## config.mk

```make
export PLATFORM = sky130hd
export DESIGN_NAME = irq_ctx_unit
export DESIGN_NICKNAME = d
export VERILOG_FILES = /design/src/rtl/irq_ctx_pkg.sv /design/src/rtl/irq_ctx_ctrl.sv /design/src/rtl/irq_ctx_dp.sv /design/src/rtl/irq_ctx_unit.sv
export SDC_FILE = /design/constraint.sdc
export NUM_CORES = 1
export LEC_CHECK = 0
export ABC_AREA = 1
export CAP_MARGIN = 10
export CORE_UTILIZATION = 45
export CTS_CLUSTER_DIAMETER = 100
export CTS_CLUSTER_SIZE = 28
export DETAILED_ROUTE_END_ITERATION = 8
export HOLD_SLACK_MARGIN = 0.12
export PLACE_DENSITY = 0.8
export SKIP_LAST_GASP = 1
export SYNTH_ARGS = -nofsm -noshare
export SYNTH_HDL_FRONTEND = slang
export SYNTH_SLANG_ARGS = --single-unit
```

## constraint.sdc

```tcl
create_clock -name clk -period 3.8 [get_ports clk]
set_input_delay 0.57 -clock clk [delete_from_list [all_inputs] [get_ports clk]]
set_output_delay 0.57 -clock clk [all_outputs]
set_load 0.05 [all_outputs]
```

## src/rtl/irq_ctx_pkg.sv

```systemverilog
package irq_ctx_pkg;
  // Strobes passed from control to datapath for one cycle
  typedef struct packed {
    logic take;   // accept an interrupt this cycle
    logic ret;    // accept a return this cycle
    logic addW;   // return also adds W to the counter
  } ctxStrobe_t;
endpackage

```

## src/rtl/irq_ctx_ctrl.sv

```systemverilog
module irq_ctx_ctrl
  import irq_ctx_pkg::*;
#(
  parameter int SRC_N  = 8,
  parameter int DATA_W = 8
) (
  input  logic              clk,
  input  logic              rst_n,
  input  logic [SRC_N-1:0]  extEdge,
  input  logic [SRC_N-1:0]  extEnable,
  input  logic [SRC_N-1:0]  pendQ,
  input  logic [DATA_W-1:0] rtccQ,
  input  logic              rtccTick,
  input  logic              rtccIntEn,
  input  logic              retiCmd,
  input  logic              retiwCmd,
  output ctxStrobe_t        strobe,
  output logic              gie
);
  localparam logic [DATA_W-1:0] RTCC_TOP = '1;

  logic [SRC_N-1:0] srcReq;
  logic             extReq;
  logic             rtccReq;
  logic             anyRet;

  // Per-source request: a fresh edge on an enabled, not yet pending bit
  for (genvar i = 0; i < SRC_N; i++) begin : g_src
    assign srcReq[i] = extEdge[i] & extEnable[i] & ~pendQ[i];
  end

  assign extReq  = |srcReq;
  assign rtccReq = rtccTick & rtccIntEn & (rtccQ == RTCC_TOP);
  assign anyRet  = retiCmd | retiwCmd;

  always_comb begin
    strobe      = '0;
    strobe.take = gie & (extReq | rtccReq);
    strobe.ret  = ~gie & anyRet;
    strobe.addW = ~gie & retiwCmd;
  end

  always_ff @(posedge clk) begin
    if (!rst_n) begin
      gie <= 1'b1;
    end else if (strobe.take) begin
      gie <= 1'b0;
    end else if (strobe.ret) begin
      gie <= 1'b1;
    end
  end
endmodule

```

## src/rtl/irq_ctx_dp.sv

```systemverilog
module irq_ctx_dp
  import irq_ctx_pkg::*;
#(
  parameter int               SRC_N   = 8,
  parameter int               DATA_W  = 8,
  parameter int               PC_W    = 11,
  parameter int               PAGE_HI = 7,
  parameter int               PAGE_LO = 5,
  parameter logic [PC_W-1:0]  VECTOR  = '0
) (
  input  logic              clk,
  input  logic              rst_n,
  input  ctxStrobe_t        strobe,
  input  logic [SRC_N-1:0]  extEdge,
  input  logic [SRC_N-1:0]  pendClr,
  input  logic              rtccTick,
  input  logic [PC_W-1:0]   curPc,
  input  logic [DATA_W-1:0] coreW,
  input  logic [DATA_W-1:0] coreStatus,
  input  logic [DATA_W-1:0] coreFsr,
  output logic [SRC_N-1:0]  pendQ,
  output logic [DATA_W-1:0] rtccQ,
  output logic              irqTake,
  output logic              pcLoad,
  output logic [PC_W-1:0]   pcLoadVal,
  output logic              wLoad,
  output logic [DATA_W-1:0] wLoadVal,
  output logic              statusLoad,
  output logic [DATA_W-1:0] statusLoadVal,
  output logic              fsrLoad,
  output logic [DATA_W-1:0] fsrLoadVal
);
  localparam int PAGE_N = PAGE_HI - PAGE_LO + 1;

  logic [PC_W-1:0]   pcStack;
  logic [DATA_W-1:0] shadowW;
  logic [DATA_W-1:0] shadowStatus;
  logic [DATA_W-1:0] shadowFsr;
  logic [DATA_W-1:0] statusMasked;
  logic [DATA_W-1:0] rtccAdd;

  // Page-select field cleared in the value sent to the core
  always_comb begin
    statusMasked = coreStatus;
    statusMasked[PAGE_HI:PAGE_LO] = {PAGE_N{1'b0}};
  end

  assign rtccAdd = (strobe.addW ? coreW : '0) + DATA_W'(rtccTick);

  // Pending register: set wins over clear
  always_ff @(posedge clk) begin
    if (!rst_n) pendQ <= '0;
    else        pendQ <= (pendQ & ~pendClr) | extEdge;
  end

  always_ff @(posedge clk) begin
    if (!rst_n) rtccQ <= '0;
    else        rtccQ <= rtccQ + rtccAdd;
  end

  // One-deep stack and shadows, written only on entry
  always_ff @(posedge clk) begin
    if (!rst_n) begin
      pcStack      <= '0;
      shadowW      <= '0;
      shadowStatus <= '0;
      shadowFsr    <= '0;
    end else if (strobe.take) begin
      pcStack      <= curPc;
      shadowW      <= coreW;
      shadowStatus <= coreStatus;
      shadowFsr    <= coreFsr;
    end
  end

  // Registered load strobes toward the core
  always_ff @(posedge clk) begin
    if (!rst_n) begin
      irqTake    <= 1'b0;
      pcLoad     <= 1'b0;
      wLoad      <= 1'b0;
      statusLoad <= 1'b0;
      fsrLoad    <= 1'b0;
    end else begin
      irqTake    <= strobe.take;
      pcLoad     <= strobe.take | strobe.ret;
      statusLoad <= strobe.take | strobe.ret;
      wLoad      <= strobe.ret;
      fsrLoad    <= strobe.ret;
    end
  end

  always_ff @(posedge clk) begin
    if (!rst_n) begin
      pcLoadVal     <= '0;
      wLoadVal      <= '0;
      statusLoadVal <= '0;
      fsrLoadVal    <= '0;
    end else if (strobe.take) begin
      pcLoadVal     <= VECTOR;
      statusLoadVal <= statusMasked;
    end else if (strobe.ret) begin
      pcLoadVal     <= pcStack;
      wLoadVal      <= shadowW;
      statusLoadVal <= shadowStatus;
      fsrLoadVal    <= shadowFsr;
    end
  end
endmodule

```

## src/rtl/irq_ctx_unit.sv

```systemverilog
module irq_ctx_unit
  import irq_ctx_pkg::*;
#(
  parameter int SRC_N   = 8,
  parameter int DATA_W  = 8,
  parameter int PC_W    = 11,
  parameter int PAGE_HI = 7,
  parameter int PAGE_LO = 5
) (
  input  logic              clk,
  input  logic              rst_n,
  input  logic [SRC_N-1:0]  extEdge,
  input  logic [SRC_N-1:0]  extEnable,
  input  logic [SRC_N-1:0]  pendClr,
  input  logic              rtccTick,
  input  logic              rtccIntEn,
  input  logic [PC_W-1:0]   curPc,
  input  logic [DATA_W-1:0] coreW,
  input  logic [DATA_W-1:0] coreStatus,
  input  logic [DATA_W-1:0] coreFsr,
  input  logic              retiCmd,
  input  logic              retiwCmd,
  output logic              irqTake,
  output logic              gieOut,
  output logic [SRC_N-1:0]  pendOut,
  output logic [DATA_W-1:0] rtccOut,
  output logic              pcLoad,
  output logic [PC_W-1:0]   pcLoadVal,
  output logic              wLoad,
  output logic [DATA_W-1:0] wLoadVal,
  output logic              statusLoad,
  output logic [DATA_W-1:0] statusLoadVal,
  output logic              fsrLoad,
  output logic [DATA_W-1:0] fsrLoadVal
);
  ctxStrobe_t strobe;

  irq_ctx_ctrl #(.SRC_N(SRC_N), .DATA_W(DATA_W)) ctrl_i (
    .clk(clk), .rst_n(rst_n), .extEdge(extEdge), .extEnable(extEnable),
    .pendQ(pendOut), .rtccQ(rtccOut), .rtccTick(rtccTick),
    .rtccIntEn(rtccIntEn), .retiCmd(retiCmd), .retiwCmd(retiwCmd),
    .strobe(strobe), .gie(gieOut)
  );

  irq_ctx_dp #(
    .SRC_N(SRC_N), .DATA_W(DATA_W), .PC_W(PC_W),
    .PAGE_HI(PAGE_HI), .PAGE_LO(PAGE_LO), .VECTOR('0)
  ) dp_i (
    .clk(clk), .rst_n(rst_n), .strobe(strobe), .extEdge(extEdge),
    .pendClr(pendClr), .rtccTick(rtccTick), .curPc(curPc), .coreW(coreW),
    .coreStatus(coreStatus), .coreFsr(coreFsr), .pendQ(pendOut),
    .rtccQ(rtccOut), .irqTake(irqTake), .pcLoad(pcLoad),
    .pcLoadVal(pcLoadVal), .wLoad(wLoad), .wLoadVal(wLoadVal),
    .statusLoad(statusLoad), .statusLoadVal(statusLoadVal),
    .fsrLoad(fsrLoad), .fsrLoadVal(fsrLoadVal)
  );
endmodule

```

==> impl_metrics.env, run 1 <==
export IMPL_hold_violations=0
export IMPL_die_h_um=90.3
export IMPL_library_cell_with_the_largest_summed_area_after_synthesis="sky130_fd_sc_hd__dfxtp_1"
export IMPL_postSynthAreaPerCell_um2=7.88
export IMPL_chipWidth_um=90.3
export IMPL_timing_setup_critical_path_class="input pin to flip-flop"
export IMPL_timing_clock_skew_ns=0.0116
export IMPL_power_density_cell_area_nw_per_um2=444
export IMPL_netSwitchingFraction_pct=32.9
export IMPL_max_cap_viol_count=0
export IMPL_gr_usage_all_layers_pct=21.4
export IMPL_synthTopCellsByCount="sky130_fd_sc_hd__nand2_1 (96), sky130_fd_sc_hd__dfxtp_1 (90), sky130_fd_sc_hd__inv_1 (56)"
export IMPL_fp_coreArea_um2=7410
export IMPL_rsz0062_at_grt="false"
export IMPL_half_perimeter_wire_length_of_the_detailed_placement_result_um=6020
export IMPL_final_setup_viols=0
export IMPL_hp_class="flip-flop to flip-flop"
export IMPL_grt_pass1_wl_um=14300
export IMPL_synth_compound_gate_area_share_pct=12.7
export IMPL_diodes=0
export IMPL_max_clock_path_buffers=2
export IMPL_clockPowerShare_pct=29.0
export IMPL_synth_simple_gate_area_share_pct=23.2
export IMPL_first_global_vias=3108
export IMPL_number_of_synthesized_flops_with_an_enable_pin=0
export IMPL_clk_pin_slew_ns=0.10
export IMPL_crit_path_frequent_cell="sky130_fd_sc_hd__nand2_1"
export IMPL_max_clock_freq_mhz=367
export IMPL_row_count=31
export IMPL_internal_power_mw=1.47
export IMPL_synth_area_in_xor_xnor_pct=0.250
export IMPL_timing_final_ws_setup_ns=1.08
export IMPL_seq_area_frac_synth_pct=51.4
export IMPL_yosysUniqueCellTypes=30
export IMPL_area_growth_syn_to_layout_pct=41.2
export IMPL_cts_repair_timing_setup_buffer_count=0
export IMPL_antenna_found_initial=0
export IMPL_worstPathRequired_ns=4.09
export IMPL_cts_sinks=90
export IMPL_yosys_most_used_dff="sky130_fd_sc_hd__dfxtp_1"
export IMPL_h_tree_depth=3
export IMPL_synthesis_yosys_warnings=0
export IMPL_worst_setup_path_end_kind="flip-flop"
export IMPL_route_vias_total=3157
export IMPL_synth_cell_area_um2=3510
export IMPL_yosys_register_bits=90
export IMPL_sequentialPowerShare_pct=48.0
export IMPL_initial_utilization_pct=47.4
export IMPL_yosys_cell_count_top_type="sky130_fd_sc_hd__nand2_1"
export IMPL_postSynth_asyncResetShare_pct=0
export IMPL_cts_repair_resized=0
export IMPL_synth_mux_area_share_pct=0
export IMPL_critPathArrivalTime_ns=3.01
export IMPL_tritoncts_clock_tree="done"
export IMPL_post_synth_top_area_fraction_pct=51.4
export IMPL_fraction_of_layout_instances_using_a_drive_strength_above_1_pct=7.08
export IMPL_cts_hold_buffers=0
export IMPL_static_leakage_nw=2.00
export IMPL_min_period_ns=2.72
export IMPL_wire_length_after_detailed_routing_um=8360
export IMPL_synth_adder_area_share_pct=3.28
export IMPL_critPathMaxFanout=4
export IMPL_synth_top_cells_by_area="sky130_fd_sc_hd__dfxtp_1 (51%), sky130_fd_sc_hd__nand2_1 (10%), sky130_fd_sc_hd__inv_1 (6.0%), sky130_fd_sc_hd__nor2_1 (4.7%), sky130_fd_sc_hd__a21oi_1 (4.3%)"
export IMPL_worstMarginPinSlew_ns=0.817
export IMPL_cts_inserted_buffers=9
export IMPL_drt_iter0_drc=81
export IMPL_clock_tree_root_cell="sky130_fd_sc_hd__clkbuf_8"
export IMPL_total_negative_slack_for_setup_checks_ns=0
export IMPL_largest_family_of_logic_cells_by_synthesized_area="simple AND/OR/NAND/NOR gates"
export IMPL_antenna_violating_nets_post_route=0
export IMPL_timing_slew_headroom_pct=45.4
export IMPL_routed_wire_per_std_cell_um=12.6
export IMPL_io_pins=122
export IMPL_synth_fp_nets=518
export IMPL_place_worst_setup_slack_ns=0.748
export IMPL_route_detailed_drc=0
export IMPL_total_switching_power_mw=0.724
export IMPL_critPathMaxStageDelay_ns=0.52
export IMPL_final_max_slew_violation_count=0
export IMPL_clock_latency_ns=0.35
export IMPL_path_cells="clkdlybuf4s50_1 > inv_1 > nor2_1 > nand2_1 > fa_1 > fa_1 > inv_1 > nand3_1 > nand2_1 > a21o_1 > a21oi_1 > nand2_1 > nand2_1 > nor2_1"
export IMPL_via_cell_ratio=4.75
export IMPL_setup_worst_path_start_class="input pin"
export IMPL_critical_path_slowest_cell="sky130_fd_sc_hd__clkdlybuf4s50_1"
export IMPL_layout_worst_path_cycle_share_pct=71.6
export IMPL_grt_start_max_net_pins=45
export IMPL_combinational_power_share_pct=23.1
export IMPL_irDropWorstVdd_uv=277
export IMPL_netlist_instances=445
export IMPL_port_buffers=121
export IMPL_nNetsFinal=633
export IMPL_globalRoute_totalOverflow=0
export IMPL_run_status="finished, final reports clean"
export IMPL_total_die_area_um2=8150
export IMPL_detail_route_first_pass_iterations=4
export IMPL_place_gp_congestion=0.828
## layout by cell type (no fill, tap or decap), types with 2 or more instances in the layout
cell / synthesis / final
sky130_fd_sc_hd__buf_4: 6 / 2
sky130_fd_sc_hd__nor2_1: 44 / 44
sky130_fd_sc_hd__nor2_2: 3 / 3
sky130_fd_sc_hd__clkinv_4: 0 / 2
sky130_fd_sc_hd__clkinv_8: 0 / 2
sky130_fd_sc_hd__nand2_1: 96 / 96
sky130_fd_sc_hd__clkbuf_8: 0 / 9
sky130_fd_sc_hd__o21ai_1: 27 / 27
sky130_fd_sc_hd__inv_1: 56 / 56
sky130_fd_sc_hd__dfxtp_1: 90 / 90
sky130_fd_sc_hd__or2_2: 14 / 14
sky130_fd_sc_hd__fa_1: 2 / 2
sky130_fd_sc_hd__a21oi_1: 30 / 30
sky130_fd_sc_hd__inv_8: 0 / 2
sky130_fd_sc_hd__nand3b_1: 8 / 8
sky130_fd_sc_hd__clkdlybuf4s50_1: 0 / 121
sky130_fd_sc_hd__ha_1: 6 / 6
sky130_fd_sc_hd__nand3_1: 14 / 14
sky130_fd_sc_hd__o21ai_0: 24 / 24
## cells by family (layout without fill, tap and decap cells)
family,Yosys count,after routing
DFF,90,90
and+or+nand+nor,184,184
adders and majority gates,8,8
AOI/OAI and AO/OA,86,86
buffers and inverters,76,196
xor gates and xnor gates,1,1
## critical path: cells and delay by family
family / cells / cell delay [ns]
fa+ha+maj: 2 / 0.80
simple gates: 7 / 0.73
buf+inv: 3 / 0.67
compound gates: 2 / 0.23
## layout make-up
class                           instances  area (um2)
Multi-Input combinational cell        279        1380
Fill cell                             634        2450
Clock inverter                          7        81.3
Clock buffer                            9         124
Inverter                               57         214
Timing Repair Buffer                  123        1230
Tap cell                               99         124
Sequential cell                        90        1800
## metal layers
| metal | wire, um | track usage [%] | up-vias |
|---|---|---|---|
| met4 | 74 | 6.85 | 0 |
| met2 | 4160 | 36.7 | 76 |
| met5 | 0 | 0 | - |
| met3 | 289 | 2.86 | 6 |
| li1 | - | - | 1629 |
| met1 | 3830 | 27.8 | 1446 |
## stage by stage
step	hold WS, ns	instances	cell area [um2]	util, %	total power [mW]
after floorplan	0.431	445	3510	-	1.40
after global placement	0.439	648	4750	64.1	1.57
after detailed placement	0.445	648	4750	64.1	1.58
after CTS	0.465	664	4950	66.9	2.22
after global routing	0.483	664	4950	66.9	2.31
final	0.461	664	4950	66.9	2.20
## state kept, by name (all words and copies together) (netlist names), 8 cells and up
register            cells
dp_i.pcLoadVal         11
dp_i.pcStack           11
dp_i.fsrLoadVal         8
dp_i.pendQ              8
dp_i.rtccQ              8
dp_i.shadowFsr          8
dp_i.shadowStatus       8
dp_i.shadowW            8
dp_i.statusLoadVal      8
dp_i.wLoadVal           8
## power groups by stage
| stage | sequential, mW | clock (mW) | combinational, mW |
|---|---|---|---|
| 2_1_floorplan | 1.20 | 0 | 0.202 |
| 3_3_place_gp | 1.07 | 0 | 0.499 |
| 3_5_place_dp | 1.08 | 0 | 0.507 |
| 4_1_cts | 1.05 | 0.653 | 0.511 |
| 5_1_grt | 1.06 | 0.701 | 0.550 |
| 6_report | 1.05 | 0.637 | 0.507 |
## path summary, 6_finish.rpt
check             startpoint               to  slack [ns]  depth (start not counted)
max                 retiwCmd    dp_i.rtccQ[6]        1.08                         14
min          dp_i.pcStack[2]  dp_i.pcStack[2]        0.46                          2
max reg2reg       ctrl_i.gie    dp_i.rtccQ[6]        1.37                         12
min reg2reg  dp_i.pcStack[2]  dp_i.pcStack[2]        0.46                          2
(Power assumes the default switching activity.)
==> run 2, diff against run 1 <==
--- a/config.mk
+++ b/config.mk
@@ -7,12 +7,12 @@
 export LEC_CHECK = 0
 export ABC_AREA = 1
 export CAP_MARGIN = 10
-export CORE_UTILIZATION = 45
+export CORE_UTILIZATION = 41
 export CTS_CLUSTER_DIAMETER = 100
 export CTS_CLUSTER_SIZE = 28
 export DETAILED_ROUTE_END_ITERATION = 8
 export HOLD_SLACK_MARGIN = 0.12
-export PLACE_DENSITY = 0.8
+export PLACE_DENSITY = 0.77
 export SKIP_LAST_GASP = 1
 export SYNTH_ARGS = -nofsm -noshare
 export SYNTH_HDL_FRONTEND = slang
==> constraint.sdc (replaced) <==
create_clock -name clk -period 2.3 [get_ports clk]
set_input_delay 0.345 -clock clk [delete_from_list [all_inputs] [get_ports clk]]
set_output_delay 0.345 -clock clk [all_outputs]
set_load 0.05 [all_outputs]
==> impl_metrics.env, run 2 (same netlist as run 1, synthesis figures left out) <==
export IMPL_clock_latency_ns=0.34
export IMPL_port_buffers=121
export IMPL_static_leakage_nw=2.07
export IMPL_io_pins=122
export IMPL_route_vias_total=3168
export IMPL_cp_startpoint="retiwCmd"
export IMPL_hold_violations=0
export IMPL_layout_common_cells="sky130_fd_sc_hd__clkdlybuf4s50_1 (121), sky130_fd_sc_hd__nand2_1 (95), sky130_fd_sc_hd__dfxtp_1 (89)"
export IMPL_cts_hold_buffers=0
export IMPL_h_tree_depth=3
export IMPL_wire_length_after_detailed_routing_um=8420
export IMPL_irDropWorstVdd_uv=428
export IMPL_cts_inserted_buffers=9
export IMPL_timing_slew_headroom_pct=63.8
export IMPL_cts_repair_resized=0
export IMPL_setup_worst_path_start_class="input pin"
export IMPL_worstPathRequired_ns=2.54
export IMPL_clk_pin_slew_ns=0.09
export IMPL_timing_setup_critical_path_class="input pin to flip-flop"
export IMPL_drt_iter0_drc=104
export IMPL_finalCoreUtilization_pct=61.7
export IMPL_worstReg2RegStart="ctrl_i.gie"
export IMPL_final_setup_viols=0
export IMPL_grt_busiest_layer="met2"
export IMPL_cts_repair_timing_setup_buffer_count=0
export IMPL_critPathMaxFanout=3
export IMPL_first_global_vias=3053
export IMPL_fraction_of_layout_instances_using_a_drive_strength_above_1_pct=9.84
export IMPL_rsz0062_at_grt="false"
export IMPL_power_density_cell_area_nw_per_um2=729
export IMPL_reg_largest_list="dp_i.pcLoadVal x11, dp_i.pcStack x11"
export IMPL_gr_usage_met1_pct=24.3
export IMPL_gr_usage_all_layers_pct=19.4
export IMPL_fp_coreArea_um2=8260
export IMPL_grt_start_max_net_pins=33
export IMPL_total_die_area_um2=8930
export IMPL_half_perimeter_wire_length_of_the_detailed_placement_result_um=6160
export IMPL_design_area_um2=5100
export IMPL_chipWidth_um=94.5
export IMPL_min_period_ns=2.18
export IMPL_tritoncts_clock_tree="done"
export IMPL_final_max_slew_violation_count=0
export IMPL_run_status="finished, final reports clean"
export IMPL_max_cap_viol_count=0
export IMPL_layout_worst_path_cycle_share_pct=94.6
export IMPL_globalRoute_totalOverflow=0
export IMPL_nNetsFinal=647
export IMPL_max_clock_path_buffers=2
export IMPL_total_negative_slack_for_setup_checks_ns=0
export IMPL_timing_hold_worst_start="dp_i.pcStack[9]"
export IMPL_critPathMaxStageDelay_ns=0.50
export IMPL_met3_usage_pct=4.35
export IMPL_row_count=33
export IMPL_hp_class="flip-flop to flip-flop"
export IMPL_postPlaceCellArea_um2=4890
export IMPL_route_detailed_drc=0
export IMPL_via_cell_ratio=4.63
export IMPL_worst_setup_path_end_kind="flip-flop"
export IMPL_antenna_violating_nets_post_route=0
export IMPL_timing_clock_skew_ns=0.00826
export IMPL_max_clock_freq_mhz=460
export IMPL_diodes=0
export IMPL_mostFrequentLayoutCell="sky130_fd_sc_hd__clkdlybuf4s50_1"
export IMPL_area_growth_syn_to_layout_pct=45.3
export IMPL_fin_worst_hold_slack_ns=0.459
export IMPL_cts_sinks=90
export IMPL_critPathArrivalTime_ns=2.42
export IMPL_detail_route_first_pass_iterations=4
export IMPL_place_gp_congestion=0.791
export IMPL_routed_wire_per_std_cell_um=12.3
export IMPL_worstMarginPinSlew_ns=0.541
export IMPL_clock_tree_root_cell="sky130_fd_sc_hd__clkbuf_8"
export IMPL_critical_path_slowest_cell="sky130_fd_sc_hd__clkdlybuf4s50_1"
export IMPL_die_h_um=94.5
export IMPL_grt_pass1_wl_um=13700
export IMPL_grtUsageMet2_pct=33.1
export IMPL_antenna_found_initial=0
export IMPL_path_cells="clkdlybuf4s50_1 > inv_1 > nor2_2 > nand2_1 > fa_2 > fa_1 > inv_1 > nand3_1 > nand2_2 > a21o_1 > a21oi_1 > nor2_1 > nor2_1"
export IMPL_initial_utilization_pct=42.5
## run 2: routing by layer
layer | vias to the layer above | routed length (um)
li1 | 1653 | -
met1 | 1426 | 3770
met2 | 78 | 4120
met3 | 11 | 428
met4 | 0 | 99
met5 | - | 0
## run 2: final cells by class
class | count | area (um2)
fillers | 731 | 3160
repair buffers | 137 | 1360
clock buffers | 11 | 141
multi-input cells | 279 | 1390
flip-flops and latches | 90 | 1800
well taps | 105 | 131
clock inverters | 5 | 62.6
inverters | 57 | 214
## run 2: path summary, 6_finish.rpt
kind,end,slack (ns),cells past startpoint
min reg2reg,dp_i.pcStack[9],0.46,2
max,dp_i.rtccQ[6],0.12,13
max reg2reg,dp_i.rtccQ[6],0.34,11
min,dp_i.pcStack[9],0.46,2
## run 2: per-stage QoR
| stage | total power, mW | instances | setup slack (ns) |
|---|---|---|---|
| 5_1_grt | 3.89 | 684 | 0.0140 |
| 6_report | 3.72 | 684 | 0.124 |
| 2_1_floorplan | 2.31 | 445 | 0.0697 |
| 3_3_place_gp | 2.64 | 668 | -0.257 |
| 4_1_cts | 3.75 | 684 | 0.0719 |
| 3_5_place_dp | 2.66 | 668 | -0.305 |
## run 2: worst max-delay path: cells and delay by family
kind | cells | cell delay, ns
simple gates | 6 | 0.50
fa+ha+maj | 2 | 0.73
buf+inv | 3 | 0.66
compound gates | 2 | 0.18
## run 2: power by group
group / switching, mW / leakage (nW) / internal [mW]
Clock: 0.553 / 0.0962 / 0.539
Combinational: 0.533 / 1.24 / 0.355
Sequential: 0.0532 / 0.739 / 1.68
